**config.mk**
```make
export PLATFORM = sky130hd
export DESIGN_NAME = ph3_shoot_guard
export DESIGN_NICKNAME = d
export VERILOG_FILES = /design/src/rtl/ph3_shoot_guard.sv
export SDC_FILE = /design/constraint.sdc
export NUM_CORES = 1
export LEC_CHECK = 0
export BUFFER_PORTS_ARGS = -buffer_cell sky130_fd_sc_hd__buf_2
export CAP_MARGIN = 15
export CORE_AREA = 2 2 39 41
export CTS_BUF_LIST = sky130_fd_sc_hd__clkbuf_4
export DETAILED_ROUTE_END_ITERATION = 8
export DIE_AREA = 0 0 41 43
export PLACE_DENSITY = 0.6
export SYNTH_ARGS = -nofsm -noshare
export SYNTH_HDL_FRONTEND = slang
export SYNTH_SLANG_ARGS = --single-unit
```
**constraint.sdc**
```tcl
create_clock -name clk -period 2.4 [get_ports clk]
set_clock_uncertainty 0.1 [all_clocks]
set_input_delay 0.6 -clock clk [delete_from_list [all_inputs] [get_ports clk]]
set_output_delay 0.6 -clock clk [all_outputs]
set_load 0.01 [all_outputs]
```
**src/rtl/ph3_shoot_guard.sv**
```systemverilog
module ph3_shoot_guard #(
  parameter int NPH = 3,
  parameter int SYNC = 2
) (
  input  logic                 clk,
  input  logic                 rst_n,
  input  logic                 func_en,
  input  logic                 unlock,
  input  logic                 wr_en,
  input  logic                 wr_oe,
  input  logic                 wr_guard,
  input  logic                 wr_flag,
  input  logic                 nmi_n,
  input  logic [2*NPH-1:0]     drv_in,
  output logic [2*NPH-1:0]     pad_oe,
  output logic [2*NPH-1:0]     pad_do,
  output logic                 flag,
  output logic                 oe_stat
);
  localparam int NPIN = 2 * NPH;
  localparam int NSR  = SYNC + 1;

  logic [NPH-1:0] pair_hit;
  logic [NSR-1:0] nmi_sr;
  logic conc, nmi_fall, wr_ok, hw_off;
  logic oe_q, guard_q, flag_q;

  for (genvar k = 0; k < NPH; k++) begin : g_pair
    assign pair_hit[k] = drv_in[2*k] & drv_in[2*k+1];
  end

  assign conc = func_en & (|pair_hit);

  always_ff @(posedge clk or negedge rst_n)
    if (!rst_n) nmi_sr <= '1;
    else        nmi_sr <= {nmi_sr[NSR-2:0], nmi_n};

  assign nmi_fall = nmi_sr[NSR-1] & ~nmi_sr[NSR-2];

  assign wr_ok  = wr_en & unlock & ~(flag_q & ~wr_flag & wr_guard);
  assign hw_off = (conc & guard_q) | nmi_fall;

  always_ff @(posedge clk or negedge rst_n)
    if (!rst_n) begin
      oe_q    <= 1'b0;
      guard_q <= 1'b0;
      flag_q  <= 1'b0;
    end else begin
      if (hw_off)     oe_q <= 1'b0;
      else if (wr_ok) oe_q <= wr_oe;
      if (wr_ok) guard_q <= wr_guard;
      if (conc)                  flag_q <= 1'b1;
      else if (wr_ok && !wr_flag) flag_q <= 1'b0;
    end

  assign pad_oe  = {NPIN{func_en & oe_q}};
  assign pad_do  = drv_in;
  assign flag    = flag_q;
  assign oe_stat = oe_q;
endmodule


```
After elaboration in Yosys (flattened, before gate mapping):

Index checks and enable logic that the tools add are counted.

* register bits: 6

* bitwise operators: 15
* reduce and logical (&&, ||, !) cells: 5
* mux-type cells: 4

Operators with widths (count)
* $and A1 B1 Y1: 11
* $mux W1: 4
* $reduce_bool A2 Y1: 2
* $not A1 Y1: 3
* $reduce_or A3 Y1: 1
* $logic_and A1 B1 Y1: 1
* $logic_not A1 Y1: 1
* $or A1 B1 Y1: 1

Longest topological paths before layout:

Gate-level depths: netlist of run 1.

* depth in word-level cells: 8
* mapped depth: 3
* depth with buffers taken out: 3

Least setup slack after synthesis of run 1:

OpenSTA, ideal clock, no wires.

* path kind: input-to-output
* start: input func_en
* end: output pad_oe[1]
* stages: 2
* setup slack: 0.707 ns
* arrival: 0.993 ns
* cell sequence: and2_1 -> buf_4

* longest elaborated chain between the ends: 1

RTL lines
* from (decl): RTL line 7 `input logic func_en,`
* $and A1 B1 Y1: RTL line 56 `assign pad_oe = {NPIN{func_en & oe_q}};`
* to (decl): RTL line 15 `output logic [2*NPH-1:0] pad_oe,`

Every way passes these cells.

Final worst setup path of run 1:

* start: input func_en
* end: output pad_oe[0]

Same word-level chain as after synthesis.

==> impl_metrics.tcl, run 1 <==
set metrics [dict create \
    grt_pass1_vias 263 \
    status "complete, no violations" \
    area_growth_pct 33.0 \
    end_kind "primary output" \
    synth_area_leaders "buf_4, dfstp_2, dfrtp_1, a222oi_1, o21ai_0" \
    post_cts_resized 0 \
    synth_area_um2 327 \
    netlist_instances 32 \
    fp.coreArea_um2 1380 \
    portBuffers 28 \
    reg2regPathDepth 3 \
    synth.net_count 47 \
    timing.rr.end "oe_stat$_DFFE_PN0P_" \
    synthMostInstantiatedCell "buf_4" \
    min_path_type "in2async" \
    gr-total-overflow 0 \
    synth_cell_types 15 \
    drc 0 \
    synth_edf_count 0 \
    ys_ff_latch 6 \
    dpl_cell_area_um2 404 \
    n_antenna_cell 0 \
    reg2reg_slack_ps 1140 \
    die_y_um 43 \
    crit_path_start_kind "input port" \
    power.switching_uw 64.6 \
    maxCapViolCount 0 \
    first_pass_iters 4 \
    hold_viol_final 0 \
    crit_start "func_en" \
    final_cells 69 \
    cts.root.buffer_cell "clkbuf_4" \
    avgSynthCellArea_um2 10.2 \
    final_antenna_net_count 0 \
    pin_count 29 \
    crit_required_ps 1700 \
    max_freq_mhz 573 \
    fin_setup_tns_ps 0 \
    synth-async-reset-ratio 1.00 \
    cts_made_buffers 3 \
    wire_per_inst_um 9.06 \
    synthTopCellsByCount "buf_4, dfrtp_1, dfstp_2" \
    power_uw 275 \
    p_sw_frac 0.235 \
    routed_wl_um 625 \
    final_area_um2 434 \
    p_per_area_nw_per_um2 633 \
    dieArea_um2 1760 \
    slew_headroom 0.737 \
    crit_type "in2out" \
    track_usage 0.0839 \
    start_util 0.236 \
    clock_latency_ps 240 \
    p_leak_uw 0.000244 \
    die_w_um 41 \
    worstMarginPinSlew_ps 394 \
    clkPwrFrac 0.399 \
    dp_cells 65 \
    yosys_most_used_dff "dfstp_2" \
    clk_path_buf_depth 2 \
    rsz0062_at_grt "no" \
    synth_top_area_cell "buf_4" \
    fin_crit_ps 1740 \
    fin_crit_sh 0.727 \
    power_frac_comb 0.178 \
    cts_tree "built" \
    drive_gt1_frac 0.660 \
    setup_viol 0 \
    antenna_found_initial 0 \
    timing.final.max_slew_violations 0 \
    via_per_inst 4.26 \
    grt_max_degree 7 \
    yosysSeqAreaShare 0.471 \
    cts.sinks 6 \
    ys_warn_count 0 \
    routed-via-count 294 \
    grt_pass1_wl_um 972 \
    gp_congestion 0.634 \
    htreeDepth 1 \
    nets 69 \
    hold_buffers 0 \
    synth_top_area_frac 0.253 \
    pwr-share-seq 0.423 \
    arrival_ps 1040 \
    fp-row-count 14 \
    r2r-start "flag$_DFFE_PN0P_" \
    intPower_uw 210 \
    cp_max_fo 6 \
    nFillCells 153 \
    post-cts-setup-buffers 0 \
    drt_iter0_markers 4 \
    vdd_drop_max_v 0.000343 \
    clk_pin_slew_ps 50 \
]
critical path, stage by stage:
cell	delay, ps
buf_2	100
and2_1	190
buf_2	160
per-stage QoR:
| step | setup WS (ps) | util | hold WS [ps] |
|---|---|---|---|
| after floorplan | 707 | - | 204 |
| after global placement | 654 | 0.292 | 246 |
| after detailed placement | 638 | 0.292 | 249 |
| after CTS | 638 | 0.314 | 63.4 |
| after global routing | 563 | 0.314 | 69.6 |
| final | 656 | 0.314 | 68.0 |
registers in the layout, summed over array words and instances (netlist names):
register,count
flag,1
oe_stat,1
guard_q,1
nmi_sr,3
final cells by class:
cell class | count | area [um^2] | area share
Clock buffer | 4 | 30.0 | 0.0692
Inverter | 2 | 7.51 | 0.0173
Multi-Input combinational cell | 13 | 82.6 | 0.190
Sequential cell | 6 | 154 | 0.354
Tap cell | 16 | 20.0 | 0.0461
Timing Repair Buffer | 28 | 140 | 0.323
routing by layer:
layer,up-vias,global-route usage,share of wire
li1,141,-,-
met1,131,0.0921,0.38
met2,22,0.134,0.47
met3,0,0.0157,0.15
met4,0,0.0600,0
met5,-,0,0
power by group through the flow:
stage / clock network (uW) / logic, uW / registers (uW)
floorplan: 0 / 32.4 / 118
global placement: 0 / 49.7 / 117
detailed placement: 0 / 50.3 / 118
CTS: 116 / 50.3 / 117
global route: 122 / 56.4 / 118
finish: 110 / 49.0 / 116
kinds of logic (layout without fill, tap and decap cells):
logic type / Yosys count / count (layout) / synth area share
and+or+nand+nor: 6 / 6 / 0.107
AOI/OAI and AO/OA: 7 / 7 / 0.146
buffers and inverters: 13 / 34 / 0.276
DFF: 6 / 6 / 0.471
how the worst max path moves through the flow:
stage	slack (ps)	endpoint
2_1_floorplan	710	pad_oe[1]
3_3_place_gp	650	pad_oe[0]
3_5_place_dp	640	pad_oe[0]
4_1_cts	640	pad_oe[0]
5_1_grt	560	pad_oe[2]
6_report	660	pad_oe[0]
cells in the final DEF, fill, tap and decap left out, drive strengths merged:
cell	n
nor2	1
buf	28
and3b	1
clkbuf	4
o21ai	2
o22a	1
o22ai	1
dfrtp	3
inv	2
o31ai	1
dfstp	3
or3b	1
a21oi	1
and2	1
a222oi	1
nand2	2
Power figures use the tool's default switching activity.
==> inputs of run 2 (changes only) <==
--- a/config.mk
+++ b/config.mk
@@ -5,13 +5,14 @@
 export SDC_FILE = /design/constraint.sdc
 export NUM_CORES = 1
 export LEC_CHECK = 0
+export ABC_AREA = 1
 export BUFFER_PORTS_ARGS = -buffer_cell sky130_fd_sc_hd__buf_2
 export CAP_MARGIN = 15
 export CORE_AREA = 2 2 39 41
 export CTS_BUF_LIST = sky130_fd_sc_hd__clkbuf_4
 export DETAILED_ROUTE_END_ITERATION = 8
 export DIE_AREA = 0 0 41 43
-export PLACE_DENSITY = 0.6
+export PLACE_DENSITY = 0.62
 export SYNTH_ARGS = -nofsm -noshare
 export SYNTH_HDL_FRONTEND = slang
 export SYNTH_SLANG_ARGS = --single-unit
==> constraint.sdc (replaced) <==
create_clock -name clk -period 1.8 [get_ports clk]
set_clock_uncertainty 0.1 [all_clocks]
set_input_delay 0.45 -clock clk [delete_from_list [all_inputs] [get_ports clk]]
set_output_delay 0.45 -clock clk [all_outputs]
set_load 0.01 [all_outputs]
==> run 2 against run 1 <==
First-iteration DRC count is 50% lower. Final cell count is 17% higher. Hold slack better by 150 ps. Flip-flop and latch count stayed put. Critical path depth stayed put. Non-clock buffer count is 1 higher. Register-to-register slack worse by 320 ps. Power is 39% higher. Synthesized cell count is 34% higher.
==> impl_metrics.tcl, run 2 <==
set metrics [dict create \
    maxCapViolCount 0 \
    crit_path_start_kind "register" \
    layout_commonest_cell "buf_2" \
    dpl_cell_area_um2 429 \
    fin_crit_ps 1480 \
    path_delay_family "flip-flops" \
    drc 0 \
    multiInputGateArea_um2 96.3 \
    synthXorXnorAreaFrac 0 \
    final_antenna_net_count 0 \
    clock_latency_ps 250 \
    clk_path_buf_depth 2 \
    netlist_instances 43 \
    worstPathCellList "nand2_1 -> inv_1 -> buf_2" \
    worstMarginPinSlew_ps 134 \
    crit_type "reg2out" \
    vdd_drop_max_v 0.000288 \
    end_kind "primary output" \
    crit_required_ps 1250 \
    synth_cell_types 10 \
    cts.root.buffer_cell "clkbuf_4" \
    crit_path_top_delay_cell "dfrtp_1" \
    portBuffers 28 \
    setup_viol 0 \
    synthTopCellsByCount "nand2_1, buf_4, inv_1" \
    ys_ff_latch 6 \
    grt_pass1_vias 249 \
    die_w_um 41 \
    critPathMaxStageDelay_ps 380 \
    nets 81 \
    hold_viol_final 0 \
    synth_area_leaders "buf_4, dfstp_2, dfrtp_1, nand2_1, nand3_1" \
    post-cts-setup-buffers 0 \
    synthMostInstantiatedCell "nand2_1" \
    dp_cells 76 \
    cts_made_buffers 3 \
    p_leak_uw 0.000290 \
    final_cells 81 \
    cp_max_fo 6 \
    synthAdderAreaFrac 0 \
    final_area_um2 469 \
    place_hpwl_um 570 \
    ys_warn_count 0 \
    status "complete, no violations" \
    start_util 0.254 \
    n_antenna_cell 0 \
    cts_tree "built" \
    rsz0062_at_grt "no" \
    power_uw 382 \
    htreeDepth 1 \
    wire_per_inst_um 8.02 \
    fin_crit_sh 0.824 \
    critical_path_buf_inv_count 2 \
    regMostFlops "nmi_sr" \
    drive_gt1_frac 0.585 \
    min_path_type "in2reg" \
    largest_register_ffs 3 \
    synth_compound_area_frac 0.0142 \
    synth.net_count 58 \
    die_y_um 43 \
    fin_setup_tns_ps 0 \
    synth_edf_count 0 \
    synth-async-reset-ratio 1.00 \
    fp.coreArea_um2 1380 \
    timing.final.max_slew_violations 0 \
    antenna_found_initial 0 \
    yosys-mux-area-fraction 0 \
    synth_area_um2 352 \
    cts.sinks 6 \
    clk_pin_slew_ps 50 \
    slew_headroom 0.910 \
    via_per_inst 3.90 \
    track_usage 0.0903 \
    yosysSeqAreaShare 0.438 \
    fp-row-count 14 \
    drt_iter0_markers 2 \
    synth-simple-area-share 0.260 \
    gr-total-overflow 0 \
    synth_top_area_cell "buf_4" \
    area_growth_pct 33.5 \
    grt_max_degree 7 \
    final_cell_mix "buf_2, nand2_1, inv_1, nand3_1, clkbuf_4" \
    seq_area_um2 154 \
    first_pass_iters 3 \
    dieArea_um2 1760 \
    arrival_ps 930 \
    max_freq_mhz 675 \
    synth_top_family_by_area "buffers and inverters" \
    synth_top_area_frac 0.235 \
    gp_congestion 0.655 \
    nFillCells 160 \
    routed_wl_um 650 \
    routed-via-count 316 \
    grt_pass1_wl_um 979 \
    yosys_most_used_dff "dfstp_2" \
    pin_count 29 \
    avgSynthCellArea_um2 8.18 \
    p_per_area_nw_per_um2 813 \
]
[run 2: where the power goes]
part / leakage (uW) / internal [uW] / switching [uW]
Clock: 0.0000184 / 99.1 / 49.8
Sequential: 0.0000673 / 150 / 7.95
Combinational: 0.000205 / 35.0 / 40.1
Total: 0.000290 / 284 / 97.8
[run 2: final timing paths]
path	startpoint	to	slack (ps)	cells past startpoint
worst max register to register	flag$_DFFE_PN0P_	flag$_DFFE_PN0P_	820	4
worst min-delay path	nmi_n	nmi_sr[0]$_DFF_PN1_	210	1
max in group asynchronous	rst_n	nmi_sr[1]$_DFF_PN1_	920	2
worst max-delay path	oe_stat$_DFFE_PN0P_	pad_oe[4]	320	3
min in group asynchronous	rst_n	flag$_DFFE_PN0P_	450	2
worst min register to register	nmi_sr[0]$_DFF_PN1_	nmi_sr[1]$_DFF_PN1_	250	0
[run 2: stage by stage]
stage,util,setup WS [ps],hold WS [ps]
2_1_floorplan,-,459,54.4
3_3_place_gp,0.310,424,174
3_5_place_dp,0.310,403,180
4_1_cts,0.339,295,203
5_1_grt,0.339,197,196
6_report,0.339,318,214
[run 2: logic make-up after synthesis]
family,Yosys count
buffers and inverters,16
and+or+nand+nor,20
DFF,6
AOI/OAI and AO/OA,1
[run 2: worst reg2reg max path, stage by stage, from the launching register on]
cell and delay (ps):
dfrtp_1 400, nand3_2 100, nand2_2 60, o21ai_0 140, nand2_1 60
[run 2: final cells by class]
type,instances,share of cell area
well taps,16,0.0427
flip-flops and latches,6,0.328
clock buffers,4,0.0640
inverters,5,0.0400
repair buffers,29,0.320
multi-input cells,21,0.205
[run 2: routing by layer]
layer  GRT usage  share of wire
met5           0              0
met4      0.0800              0
met3      0.0314           0.13
met2       0.119           0.40
met1       0.110           0.46
[run 2: timing repair]
| action | 4_1_cts | 5_1_grt |
|---|---|---|
| hold buffers | 1 | 0 |
| gates resized for setup | 0 | 0 |
| endpoints found under the hold margin | 3 | 0 |
==> inputs of run 3 (changes only) <==
--- a/config.mk
+++ b/config.mk
@@ -12,7 +12,7 @@
 export CTS_BUF_LIST = sky130_fd_sc_hd__clkbuf_4
 export DETAILED_ROUTE_END_ITERATION = 8
 export DIE_AREA = 0 0 41 43
-export PLACE_DENSITY = 0.62
+export PLACE_DENSITY = 0.65
 export SYNTH_ARGS = -nofsm -noshare
 export SYNTH_HDL_FRONTEND = slang
 export SYNTH_SLANG_ARGS = --single-unit
==> constraint.sdc (replaced) <==
create_clock -name clk -period 1.34 [get_ports clk]
set_clock_uncertainty 0.1 [all_clocks]
set_input_delay 0.335 -clock clk [delete_from_list [all_inputs] [get_ports clk]]
set_output_delay 0.335 -clock clk [all_outputs]
set_load 0.01 [all_outputs]
==> run 3 against run 2 <==
Flip-flop and latch count is the same. Final cell count grew 1.2%. Power grew 37%. Largest power group unchanged.
==> impl_metrics.tcl, run 3 (synthesized netlist as in run 2, its figures left out) <==
set metrics [dict create \
    timing.final.max_slew_violations 0 \
    end_kind "primary output" \
    worstMarginPinSlew_ps 130 \
    crit_path_top_delay_cell "dfrtp_1" \
    maxCapViolCount 0 \
    pin_count 29 \
    htreeDepth 1 \
    nets 82 \
    worstPathCellList "nand2_1 -> inv_2 -> buf_2" \
    grt_pass1_vias 298 \
    setup_viol 0 \
    fin_setup_tns_ps 0 \
    grt_max_degree 7 \
    wire_per_inst_um 8.05 \
    drive_gt1_frac 0.606 \
    cp_max_fo 6 \
    max_freq_mhz 759 \
    n_antenna_cell 0 \
    crit_required_ps 900 \
    place_ws_ps 159 \
    die_w_um 41 \
    fin_crit_ps 1320 \
    gp_congestion 0.689 \
    gr-total-overflow 0 \
    crit_type "reg2out" \
    crit_path_start_kind "register" \
    cts.sinks 6 \
    antenna_found_initial 0 \
    nFillCells 154 \
    final_cells 82 \
    reg2reg_slack_ps 360 \
    rsz0062_at_grt "yes" \
    slew_headroom 0.912 \
    clk_path_buf_depth 2 \
    p_per_area_nw_per_um2 1090 \
    fin_crit_sh 0.983 \
    fp.coreArea_um2 1380 \
    clock_latency_ps 250 \
    fp-row-count 14 \
    final_antenna_net_count 0 \
    die_y_um 43 \
    grt_pass1_wl_mm 1.05 \
    routed_wl_um 660 \
    final_cell_mix "buf_2, nand2_1, nand3_1, inv_1, clkbuf_4" \
    first_pass_iters 4 \
    area_growth_pct 37.4 \
    via_per_inst 4.17 \
    portBuffers 28 \
    start_util 0.254 \
    hold_viol_final 0 \
    largest_register_ffs 3 \
    min_path_type "in2reg" \
    fin_ws_ps 22.7 \
    layout_commonest_cell "buf_2" \
    dieArea_um2 1760 \
    arrival_ps 880 \
    clk_pin_slew_ps 50 \
    cts.root.buffer_cell "clkbuf_4" \
    cts_made_buffers 3 \
    drc 0 \
    cts_tree "built" \
    routed-via-count 342 \
    drt_iter0_markers 6 \
    dp_cells 76 \
    status "complete, no violations" \
    place_hpwl_um 556 \
    vdd_drop_max_v 0.000396 \
    p_leak_uw 0.000294 \
    track_usage 0.0892 \
    regMostFlops "nmi_sr" \
    critPathMaxStageDelay_ps 380 \
]
-- run 3: path summary, 6_finish.rpt --
check | from | endpoint | cells past startpoint
setup / recovery | oe_stat$_DFFE_PN0P_ | pad_oe[0] | 3
hold / removal | nmi_n | nmi_sr[0]$_DFF_PN1_ | 1
setup reg to reg | flag$_DFFE_PN0P_ | flag$_DFFE_PN0P_ | 4
hold reg to reg | nmi_sr[0]$_DFF_PN1_ | nmi_sr[1]$_DFF_PN1_ | 0
max in group asynchronous | rst_n | nmi_sr[2]$_DFF_PN1_ | 2
min in group asynchronous | rst_n | oe_stat$_DFFE_PN0P_ | 2
-- run 3: through the flow --
| step | utilization | power, uW | instance area [um^2] | hold slack, ps |
|---|---|---|---|---|
| detailed placement | 0.310 | 315 | 429 | 65.3 |
| global placement | 0.310 | 313 | 429 | 58.8 |
| floorplan | - | 281 | 352 | -60.6 |
| global route | 0.349 | 560 | 483 | 86.5 |
| CTS | 0.344 | 531 | 477 | 87.1 |
| finish | 0.349 | 525 | 483 | 96.5 |
-- run 3: where the power goes --
part           switching [uW]  internal (uW)  total [uW]
clock network            70.1            133         203
registers                9.32            201         210
logic                    57.0           53.8         111
-- run 3: layout make-up --
type / instances / area [um^2] / area share
Timing Repair Buffer: 30 / 164 / 0.339
Sequential cell: 6 / 154 / 0.319
Multi-Input combinational cell: 21 / 96.3 / 0.199
Clock buffer: 4 / 30.0 / 0.0622
Tap cell: 16 / 20.0 / 0.0415
Inverter: 5 / 18.8 / 0.0389
-- run 3: repair_timing --
| action | in CTS | in global routing |
|---|---|---|
| hold buffers | 1 | 0 |
| resized for setup | 1 | 1 |
| pin swaps | 0 | 1 |
| endpoints found under the setup margin | 6 | 7 |
| hold endpoints to repair | 3 | 0 |
| buffers inserted | 1 | 0 |
| cloned | 0 | 0 |
-- run 3: per-layer routing --
metal,vias up,GRT usage,share of wire
li1,166,-,-
met1,148,0.106,0.43
met2,26,0.138,0.41
met3,2,0.0157,0.15
met4,0,0.0600,0.012
met5,-,0,0
-- run 3: worst max-delay path, delay by kind of cell (launching register included) --
family	cells	cell delay (ps)
flops	1	380
buf+inv	2	180
simple gates	1	70
